File: config.mk
export PLATFORM = sky130hd
export DESIGN_NAME = quad_wiper_ctrl
export DESIGN_NICKNAME = d
export VERILOG_FILES = /design/src/rtl/qwc_pkg.sv /design/src/rtl/qwc_serial_rx.sv /design/src/rtl/qwc_cmd_fsm.sv /design/src/rtl/qwc_pot_bank.sv /design/src/rtl/qwc_save_timer.sv /design/src/rtl/quad_wiper_ctrl.sv
export SDC_FILE = /design/constraint.sdc
export NUM_CORES = 1
export LEC_CHECK = 0
export BUFFER_PORTS_ARGS = -buffer_cell sky130_fd_sc_hd__buf_4
export CAP_MARGIN = 20
export CORE_MARGIN = 1
export CORE_UTILIZATION = 50
export DETAILED_ROUTE_END_ITERATION = 8
export PLACE_DENSITY = 0.66
export SYNTH_ARGS = -nofsm -noshare
export SYNTH_HDL_FRONTEND = slang
export SYNTH_SLANG_ARGS = --single-unit
File: constraint.sdc
create_clock -name clk -period 3.8 [get_ports clk]
set_input_delay 0.19 -clock clk [delete_from_list [all_inputs] [get_ports clk]]
set_output_delay 0.19 -clock clk [all_outputs]
set_load 0.01 [all_outputs]
File: src/rtl/qwc_pkg.sv
// Shared constants and types for the quad wiper serial command controller.
// Assumes an 8-bit wiper/storage width and 2-bit pot and register selectors.
package qwc_pkg;
    localparam int CODE_W  = 8;
    localparam int SEL_W   = 2;
    localparam int N_POTS  = 1 << SEL_W;
    localparam int N_REGS  = 1 << SEL_W;
    localparam int BITCNT_W = $clog2(CODE_W);
    localparam logic [3:0] DEV_TYPE = 4'b0101;

    typedef enum logic [3:0] {
        OP_STEP    = 4'b0010,
        OP_STATUS  = 4'b0101,
        OP_RD_WIPE = 4'b1001,
        OP_WR_WIPE = 4'b1010,
        OP_RD_STOR = 4'b1011,
        OP_WR_STOR = 4'b1100,
        OP_S2W     = 4'b1101,
        OP_W2S     = 4'b1110
    } opcode_e;

    typedef enum logic [2:0] {
        ST_IDLE, ST_ADDR, ST_CMD, ST_WDATA, ST_STEP, ST_READ, ST_SKIP
    } state_e;
endpackage

File: src/rtl/qwc_serial_rx.sv
// Serial front end: brings sck, cs_n and sdi into the clk domain through two
// flops each, finds edges and assembles bytes MSB first on rising sck edges.
// Assumes each sck phase lasts at least four clk periods.
module qwc_serial_rx
    import qwc_pkg::*;
(
    input  logic              clk,
    input  logic              rst_n,
    input  logic              sck,
    input  logic              cs_n,
    input  logic              sdi,
    output logic              cs_active,
    output logic              cs_start,
    output logic              cs_stop,
    output logic              sck_rise,
    output logic              sck_fall,
    output logic              rx_bit,
    output logic              byte_done,
    output logic [CODE_W-1:0] rx_byte
);
    logic [1:0]          sck_s, cs_s, sdi_s;
    logic                sck_d, cs_d;
    logic [CODE_W-2:0]   shreg;
    logic [BITCNT_W-1:0] bit_cnt;

    // Two-flop synchronizers plus one delay stage for edge detection.
    always_ff @(posedge clk) begin
        if (!rst_n) begin
            sck_s <= 2'b00;
            cs_s  <= 2'b11;
            sdi_s <= 2'b00;
            sck_d <= 1'b0;
            cs_d  <= 1'b1;
        end else begin
            sck_s <= {sck_s[0], sck};
            cs_s  <= {cs_s[0], cs_n};
            sdi_s <= {sdi_s[0], sdi};
            sck_d <= sck_s[1];
            cs_d  <= cs_s[1];
        end
    end

    assign cs_active = ~cs_s[1];
    assign cs_start  = cs_d & ~cs_s[1];
    assign cs_stop   = ~cs_d & cs_s[1];
    assign sck_rise  = cs_active & sck_s[1] & ~sck_d;
    assign sck_fall  = cs_active & ~sck_s[1] & sck_d;
    assign rx_bit    = sdi_s[1];

    // Bit counter and shifter, restarted at every frame opening.
    always_ff @(posedge clk) begin
        if (!rst_n) begin
            shreg   <= '0;
            bit_cnt <= '0;
        end else if (cs_start) begin
            bit_cnt <= '0;
        end else if (sck_rise) begin
            shreg   <= {shreg[CODE_W-3:0], rx_bit};
            bit_cnt <= bit_cnt + 1'b1;
        end
    end

    assign byte_done = sck_rise && (bit_cnt == BITCNT_W'(CODE_W - 1));
    assign rx_byte   = {shreg, rx_bit};
endmodule

File: src/rtl/qwc_cmd_fsm.sv
// Frame sequencer: checks the addressing byte, decodes the command byte,
// issues one-cycle register strobes and shifts read data out on falling sck.
// Assumes the busy flag can only rise at a frame close.
module qwc_cmd_fsm
    import qwc_pkg::*;
(
    input  logic              clk,
    input  logic              rst_n,
    input  logic [SEL_W-1:0]  dev_addr,
    input  logic              cs_active,
    input  logic              cs_start,
    input  logic              cs_stop,
    input  logic              sck_rise,
    input  logic              sck_fall,
    input  logic              rx_bit,
    input  logic              byte_done,
    input  logic [CODE_W-1:0] rx_byte,
    input  logic              busy,
    input  logic [CODE_W-1:0] rd_wiper,
    input  logic [CODE_W-1:0] rd_stor,
    output logic [SEL_W-1:0]  sel_pot,
    output logic [SEL_W-1:0]  sel_reg,
    output logic              wr_wiper,
    output logic              wr_stor,
    output logic              ld_s2w,
    output logic              ld_w2s,
    output logic              step_en,
    output logic              step_up,
    output logic              save_arm,
    output logic              sdo,
    output logic              sdo_oe,
    output state_e            state
);
    opcode_e          op_q, rx_op;
    logic [SEL_W-1:0] pot_q, reg_q;
    logic [CODE_W-1:0] tx_sh;
    logic             addr_ok, op_known, cmd_ok, in_cmd;
    state_e           accept_next;

    assign rx_op   = opcode_e'(rx_byte[7:4]);
    assign addr_ok = (rx_byte[7:4] == DEV_TYPE) && (rx_byte[3:2] == 2'b00)
                     && (rx_byte[1:0] == dev_addr);
    assign in_cmd  = (state == ST_CMD) && byte_done;

    // Classify the incoming opcode and choose the phase it leads to.
    always_comb begin
        op_known    = 1'b1;
        accept_next = ST_SKIP;
        case (rx_op)
            OP_RD_WIPE, OP_RD_STOR, OP_STATUS: accept_next = ST_READ;
            OP_WR_WIPE, OP_WR_STOR:            accept_next = ST_WDATA;
            OP_STEP:                           accept_next = ST_STEP;
            OP_S2W, OP_W2S:                    accept_next = ST_SKIP;
            default:                           op_known    = 1'b0;
        endcase
    end
    assign cmd_ok = op_known && (!busy || rx_op == OP_STATUS);

    // Frame phase register.
    always_ff @(posedge clk) begin
        if (!rst_n) begin
            state <= ST_IDLE;
        end else if (cs_start) begin
            state <= ST_ADDR;
        end else if (cs_stop) begin
            state <= ST_IDLE;
        end else if (byte_done) begin
            case (state)
                ST_ADDR:  state <= addr_ok ? ST_CMD : ST_SKIP;
                ST_CMD:   state <= cmd_ok ? accept_next : ST_SKIP;
                ST_WDATA: state <= ST_SKIP;
                default:  state <= state;
            endcase
        end
    end

    // Latch the command fields once the command byte is complete.
    always_ff @(posedge clk) begin
        if (!rst_n) begin
            op_q  <= OP_STATUS;
            pot_q <= '0;
            reg_q <= '0;
        end else if (in_cmd) begin
            op_q  <= rx_op;
            pot_q <= rx_byte[1:0];
            reg_q <= rx_byte[3:2];
        end
    end

    // Selectors follow the live command byte during its last bit.
    assign sel_pot = (state == ST_CMD) ? rx_byte[1:0] : pot_q;
    assign sel_reg = (state == ST_CMD) ? rx_byte[3:2] : reg_q;

    // One-cycle strobes towards the register bank and the save timer.
    assign wr_wiper = (state == ST_WDATA) && byte_done && (op_q == OP_WR_WIPE);
    assign wr_stor  = (state == ST_WDATA) && byte_done && (op_q == OP_WR_STOR);
    assign ld_s2w   = in_cmd && cmd_ok && (rx_op == OP_S2W);
    assign ld_w2s   = in_cmd && cmd_ok && (rx_op == OP_W2S);
    assign step_en  = (state == ST_STEP) && sck_rise;
    assign step_up  = rx_bit;
    assign save_arm = wr_stor || ld_w2s;

    // Return shifter: loaded at command end, one bit per falling sck.
    always_ff @(posedge clk) begin
        if (!rst_n) begin
            tx_sh <= '0;
            sdo   <= 1'b0;
        end else if (cs_start) begin
            sdo   <= 1'b0;
        end else if (in_cmd && cmd_ok) begin
            case (rx_op)
                OP_RD_WIPE: tx_sh <= rd_wiper;
                OP_RD_STOR: tx_sh <= rd_stor;
                default:    tx_sh <= {{(CODE_W-1){1'b0}}, busy};
            endcase
        end else if (sck_fall && state == ST_READ) begin
            sdo   <= tx_sh[CODE_W-1];
            tx_sh <= {tx_sh[CODE_W-2:0], 1'b0};
        end
    end

    assign sdo_oe = cs_active && (state == ST_READ);
endmodule

File: src/rtl/qwc_pot_bank.sv
// Per-pot wiper code and storage registers with load, copy and saturating
// step. Assumes at most one strobe per cycle from the sequencer.
module qwc_pot_bank
    import qwc_pkg::*;
(
    input  logic                     clk,
    input  logic                     rst_n,
    input  logic [SEL_W-1:0]         sel_pot,
    input  logic [SEL_W-1:0]         sel_reg,
    input  logic [CODE_W-1:0]        wdata,
    input  logic                     wr_wiper,
    input  logic                     wr_stor,
    input  logic                     ld_s2w,
    input  logic                     ld_w2s,
    input  logic                     step_en,
    input  logic                     step_up,
    output logic [CODE_W-1:0]        rd_wiper,
    output logic [CODE_W-1:0]        rd_stor,
    output logic [N_POTS*CODE_W-1:0] wiper_codes
);
    localparam int STOR_BITS = N_POTS * N_REGS * CODE_W;
    localparam logic [CODE_W-1:0] CODE_MAX = '1;

    logic [STOR_BITS-1:0] stor_flat;

    for (genvar p = 0; p < N_POTS; p++) begin : g_pot
        logic              hit;
        logic [CODE_W-1:0] wiper_r, own_stor;

        assign hit      = (sel_pot == SEL_W'(p));
        assign own_stor = stor_flat[(p*N_REGS + int'(sel_reg))*CODE_W +: CODE_W];

        // Wiper code update: load, copy in, or step with end stops.
        always_ff @(posedge clk) begin
            if (!rst_n) begin
                wiper_r <= '0;
            end else if (hit && wr_wiper) begin
                wiper_r <= wdata;
            end else if (hit && ld_s2w) begin
                wiper_r <= own_stor;
            end else if (hit && step_en) begin
                if (step_up && wiper_r != CODE_MAX)
                    wiper_r <= wiper_r + 1'b1;
                else if (!step_up && wiper_r != '0)
                    wiper_r <= wiper_r - 1'b1;
            end
        end
        assign wiper_codes[p*CODE_W +: CODE_W] = wiper_r;

        for (genvar r = 0; r < N_REGS; r++) begin : g_reg
            logic stor_r_hit;
            logic [CODE_W-1:0] stor_r;
            assign stor_r_hit = hit && (sel_reg == SEL_W'(r));

            // Storage register update from a data byte or the wiper.
            always_ff @(posedge clk) begin
                if (!rst_n)
                    stor_r <= '0;
                else if (stor_r_hit && wr_stor)
                    stor_r <= wdata;
                else if (stor_r_hit && ld_w2s)
                    stor_r <= wiper_r;
            end
            assign stor_flat[(p*N_REGS + r)*CODE_W +: CODE_W] = stor_r;
        end
    end

    assign rd_wiper = wiper_codes[int'(sel_pot)*CODE_W +: CODE_W];
    assign rd_stor  = stor_flat[(int'(sel_pot)*N_REGS + int'(sel_reg))*CODE_W +: CODE_W];
endmodule

File: src/rtl/qwc_save_timer.sv
// Models the non-volatile save: arms on a storage change and runs a fixed
// busy count once the frame closes. Assumes arm pulses only inside frames.
module qwc_save_timer #(
    parameter int NV_BUSY_CYCLES = 64
) (
    input  logic clk,
    input  logic rst_n,
    input  logic save_arm,
    input  logic cs_stop,
    output logic busy
);
    localparam int CNT_W = $clog2(NV_BUSY_CYCLES + 1);

    logic             armed;
    logic [CNT_W-1:0] cnt;

    // Arm during the frame, start at its close, count down to idle.
    always_ff @(posedge clk) begin
        if (!rst_n) begin
            armed <= 1'b0;
            cnt   <= '0;
        end else if (cs_stop) begin
            armed <= 1'b0;
            if (armed) cnt <= CNT_W'(NV_BUSY_CYCLES);
        end else begin
            if (save_arm) armed <= 1'b1;
            if (cnt != '0) cnt <= cnt - 1'b1;
        end
    end

    assign busy = (cnt != '0);
endmodule

File: src/rtl/quad_wiper_ctrl.sv
// Top level of the quad wiper serial command controller: serial front end,
// frame sequencer, pot register bank and save timer.
// Assumes clk runs at least eight times faster than sck.
module quad_wiper_ctrl
    import qwc_pkg::*;
#(
    parameter int NV_BUSY_CYCLES = 64
) (
    input  logic                     clk,
    input  logic                     rst_n,
    input  logic                     sck,
    input  logic                     cs_n,
    input  logic                     sdi,
    input  logic [SEL_W-1:0]         dev_addr,
    output logic                     sdo,
    output logic                     sdo_oe,
    output logic [N_POTS*CODE_W-1:0] wiper_codes
);
    logic              cs_active, cs_start, cs_stop, sck_rise, sck_fall;
    logic              rx_bit, byte_done, busy;
    logic [CODE_W-1:0] rx_byte, rd_wiper, rd_stor;
    logic [SEL_W-1:0]  sel_pot, sel_reg;
    logic              wr_wiper, wr_stor, ld_s2w, ld_w2s, step_en, step_up, save_arm;
    state_e            state;

    qwc_serial_rx u_rx (
        .clk(clk), .rst_n(rst_n), .sck(sck), .cs_n(cs_n), .sdi(sdi),
        .cs_active(cs_active), .cs_start(cs_start), .cs_stop(cs_stop),
        .sck_rise(sck_rise), .sck_fall(sck_fall), .rx_bit(rx_bit),
        .byte_done(byte_done), .rx_byte(rx_byte)
    );

    qwc_cmd_fsm u_fsm (
        .clk(clk), .rst_n(rst_n), .dev_addr(dev_addr),
        .cs_active(cs_active), .cs_start(cs_start), .cs_stop(cs_stop),
        .sck_rise(sck_rise), .sck_fall(sck_fall), .rx_bit(rx_bit),
        .byte_done(byte_done), .rx_byte(rx_byte), .busy(busy),
        .rd_wiper(rd_wiper), .rd_stor(rd_stor),
        .sel_pot(sel_pot), .sel_reg(sel_reg),
        .wr_wiper(wr_wiper), .wr_stor(wr_stor), .ld_s2w(ld_s2w), .ld_w2s(ld_w2s),
        .step_en(step_en), .step_up(step_up), .save_arm(save_arm),
        .sdo(sdo), .sdo_oe(sdo_oe), .state(state)
    );

    qwc_pot_bank u_bank (
        .clk(clk), .rst_n(rst_n), .sel_pot(sel_pot), .sel_reg(sel_reg),
        .wdata(rx_byte), .wr_wiper(wr_wiper), .wr_stor(wr_stor),
        .ld_s2w(ld_s2w), .ld_w2s(ld_w2s), .step_en(step_en), .step_up(step_up),
        .rd_wiper(rd_wiper), .rd_stor(rd_stor), .wiper_codes(wiper_codes)
    );

    qwc_save_timer #(.NV_BUSY_CYCLES(NV_BUSY_CYCLES)) u_save (
        .clk(clk), .rst_n(rst_n), .save_arm(save_arm), .cs_stop(cs_stop),
        .busy(busy)
    );
endmodule

==> reports/metrics.csv <==
stage;metric;value;unit
clocking;clockRootBuffer;clkbuf_16;
yosys;synthFlopType;dfxtp_1;
pwr;ir_worst_vdd;0.000390;V
drt;firstDrtPassIters;5;
global_route;grt_util_all_layers;0.313;
clocking;clk_path_buf_depth;3;
die;core;26000;µm²
sta;period_minus_slack;3380;ps
place;portBuffers;40;
yosys;async_flop_share;0;
critical_path;critPathSlowestCell;nor3_2;
cells_and_area;num-nets-final;1526;
pwr;p_leak;7.97;nW
run_status;status;finished clean;
yosys;synth_cell_type_count;81;
die;die_x;165;µm
cells_and_area;syn2layout_area_growth;11.7;%
sta;finalSetupTns;0;ps
sta;fin_ws;420;ps
place;gp_congestion;0.990;
drt;drt_iter0_drc;1276;
critical_path;max_stage_delay;910;ps
global_route;grt_pass1_vias;11212;
yosys;yosysWarnings;0;
drt;detail-route-antenna-nets;0;
sta;clock.fmax;0.296;GHz
place;pre_cts_ws;495;ps
clocking;clk_latency;540;ps
critical_path;crit_path_start_kind;flop;
sta;rsz0062_at_grt;false;
die;dieHeight;165;µm
sta;fin_worst_skew;9.01;ps
drt;via_per_inst;6.49;
critical_path;critPathTopFamily;simple AND/OR/NAND/NOR gates;
critical_path;required;4230;ps
hold_path;min_path_type;in2reg;
pwr;cellPowerDensity;326;nW/µm²
yosys;synthCells;1476;
critical_path;crit_chain;or3b_1 -> mux2i_4 -> buf_4 -> nand2b_1 -> nor3_2 -> nand2_1 -> o211a_1;
drt;via_count;11925;
critical_path;critPathMaxFanout;17;
sta;drv_slew;0;
die;rows;59;
die;start_util;0.508;
global_route;antenna_found_initial;0;
critical_path;endpoint_kind;flop;
critical_path;path_class;reg2reg;
die;dieArea;27100;µm²
sta;tightest_slew;1060;ps
critical_path;arrival;3810;ps
drt;wl_per_cell;23.1;µm
clocking;cts_buffers;25;
sta;relSlewSlack;0.290;
die;ios;41;
yosys;synth_nets;1518;
drt;drc;0;
yosys;syn_area_per_cell;8.95;µm²
yosys;synth-seq-cells;206;
critical_path;timing.critical_path.buf_inv;1;
yosys;syn_area;13200;µm²
global_route;grt_max_degree;93;
place;dp_hpwl;28000;µm
sta;setup_violations;0;
flow_run;maxCapViolCount;0;
clocking;cts.sinks;206;
cells_and_area;drive_gt1_frac;0.151;
yosys;seq_area_frac_synth;0.312;
sta;timing.final.crit_share;0.889;
drt;routed_wl;42400;µm
clocking;cts_tree;built;
clocking;clk_pin_slew_worst_paths;60;ps
clocking;htreeDepth;1;
global_route;overflow;0;
yosys;synth_edf_count;0;
cells_and_area;diodes;0;
sta;finalHoldViolCount;0;
global_route;grt_first_pass_wirelength;65600;µm
==> where the power goes <==
group / switching [mW] / total [mW] / internal, mW
logic: 0.182 / 0.295 / 0.113
registers: 0.0217 / 2.21 / 2.19
clock network: 0.991 / 2.30 / 1.31
total: 1.19 / 4.80 / 3.61
==> cell usage in the layout, fill, tap and decap left out, drive strengths merged, types with 10 or more instances in the layout <==
| cell | synthesis | routed |
|---|---|---|
| nor4 | 10 | 10 |
| nor3 | 24 | 24 |
| a211oi | 19 | 19 |
| nor2b | 21 | 21 |
| a21boi | 11 | 11 |
| xor2 | 11 | 11 |
| a221oi | 13 | 13 |
| inv | 14 | 16 |
| nand3 | 23 | 23 |
| nor2 | 46 | 46 |
| clkbuf | 95 | 36 |
| o22ai | 13 | 13 |
| a22oi | 11 | 11 |
| dfxtp | 206 | 206 |
| xnor2 | 17 | 17 |
| ha | 31 | 31 |
| a31oi | 14 | 14 |
| and2 | 17 | 17 |
| a21o | 13 | 13 |
| o211a | 128 | 128 |
| mux2i | 218 | 218 |
| o21ai | 63 | 63 |
| nand2 | 214 | 214 |
| nand2b | 15 | 15 |
| nand4 | 16 | 16 |
| mux2 | 19 | 19 |
| a21oi | 47 | 47 |
| buf | 49 | 122 |
==> Yosys cell counts, types with 14 or more instances <==
| master | count | share of area |
|---|---|---|
| mux2i_1 | 214 | 0.16 |
| nand2_1 | 213 | 0.061 |
| dfxtp_1 | 206 | 0.31 |
| o211a_1 | 128 | 0.097 |
| clkbuf_1 | 94 | 0.027 |
| o21ai_0 | 61 | 0.023 |
| a21oi_1 | 47 | 0.018 |
| nor2_1 | 41 | 0.012 |
| ha_1 | 31 | 0.029 |
| buf_2 | 28 | 0.011 |
| nor2b_1 | 21 | 0.0099 |
| a211oi_1 | 19 | 0.011 |
| mux2_2 | 19 | 0.016 |
| nand3_1 | 18 | 0.0068 |
| and2_1 | 17 | 0.0081 |
| xnor2_1 | 17 | 0.011 |
| nand2b_1 | 15 | 0.0071 |
| nor3_2 | 15 | 0.011 |
| inv_1 | 14 | 0.0040 |
==> sequential cells by signal (all words and copies together) (netlist names), 2 cells and up <==
register and cells:
u_fsm.tx_sh 8, u_rx.sdi_s 2, u_fsm.reg_q 2, u_fsm.op_q 4
u_bank.g_pot.g.stor_r 128, u_rx.bit_cnt 3, u_fsm.pot_q 2, u_save.cnt 7
u_rx.sck_s 2, u_rx.cs_s 2, u_rx.shreg 7, u_fsm.state 3
u_bank.g_pot.wiper_r 32
==> final cells by class <==
class | count | area (µm²)
Multi-Input combinational cell | 1112 | 8410
Clock inverter | 9 | 55.1
Clock buffer | 36 | 717
Tap cell | 335 | 419
Sequential cell | 206 | 4120
Inverter | 14 | 52.6
Fill cell | 2366 | 11200
Timing Repair Buffer | 125 | 970
==> per-layer routing <==
layer	routed length, µm	vias up	GRT usage	part of all wire
met5	0	-	0	0
met4	1410	0	0.0980	0.033
met3	3540	113	0.0530	0.084
met2	19400	560	0.512	0.46
met1	18100	5786	0.418	0.43
li1	-	5466	-	-
==> timing repair <==
| action | in CTS | in global routing |
|---|---|---|
| hold buffers | 3 | 0 |
| gates resized for setup | 0 | 0 |
| endpoints found under the hold margin | 3 | 0 |
| setup buffers | 0 | 0 |
==> worst paths after layout <==
check / startpoint / end / slack, ps / cells past startpoint
setup / recovery: u_fsm.state[1] / u_bank.g_pot[1].g_reg[1].stor_r[4] / 420 / 7
hold / removal: rst_n / u_rx.cs_s[0] / 150 / 2
setup reg to reg: u_fsm.state[1] / u_bank.g_pot[1].g_reg[1].stor_r[4] / 420 / 7
hold reg to reg: u_rx.cs_s[0] / u_rx.cs_s[1] / 430 / 1
==> worst register-to-register path: stages, from the launching register on <==
cell	delay, ps
dfxtp_1	410
or3b_1	690
mux2i_4	350
buf_4	270
nand2b_1	340
nor3_2	920
nand2_1	130
o211a_1	170
==> per-stage QoR <==
| stage | util | area [µm²] | hold WS (ps) | power, mW | std cells |
|---|---|---|---|---|---|
| floorplan | - | 13200 | 291 | 2.47 | 1476 |
| finish | 0.568 | 14700 | 153 | 4.80 | 1837 |
| detailed placement | 0.536 | 13900 | 382 | 2.55 | 1788 |
| CTS | 0.567 | 14700 | 144 | 4.82 | 1836 |
| global route | 0.568 | 14700 | 185 | 4.95 | 1837 |
| global placement | 0.536 | 13900 | 376 | 2.54 | 1787 |
==> kinds of logic (layout without fill, tap and decap cells) <==
kind of cell | count (synthesis) | count (layout) | synth area share
multiplexers | 239 | 239 | 0.187
AO/OA/AOI/OAI | 397 | 397 | 0.235
adder cells (fa/ha/maj) | 35 | 35 | 0.0354
buffers and inverters | 158 | 184 | 0.0516
AND/OR/NAND/NOR | 413 | 413 | 0.161
XOR/XNOR | 28 | 28 | 0.0186
flip-flops | 206 | 206 | 0.312
(Power assumes the default switching activity.)
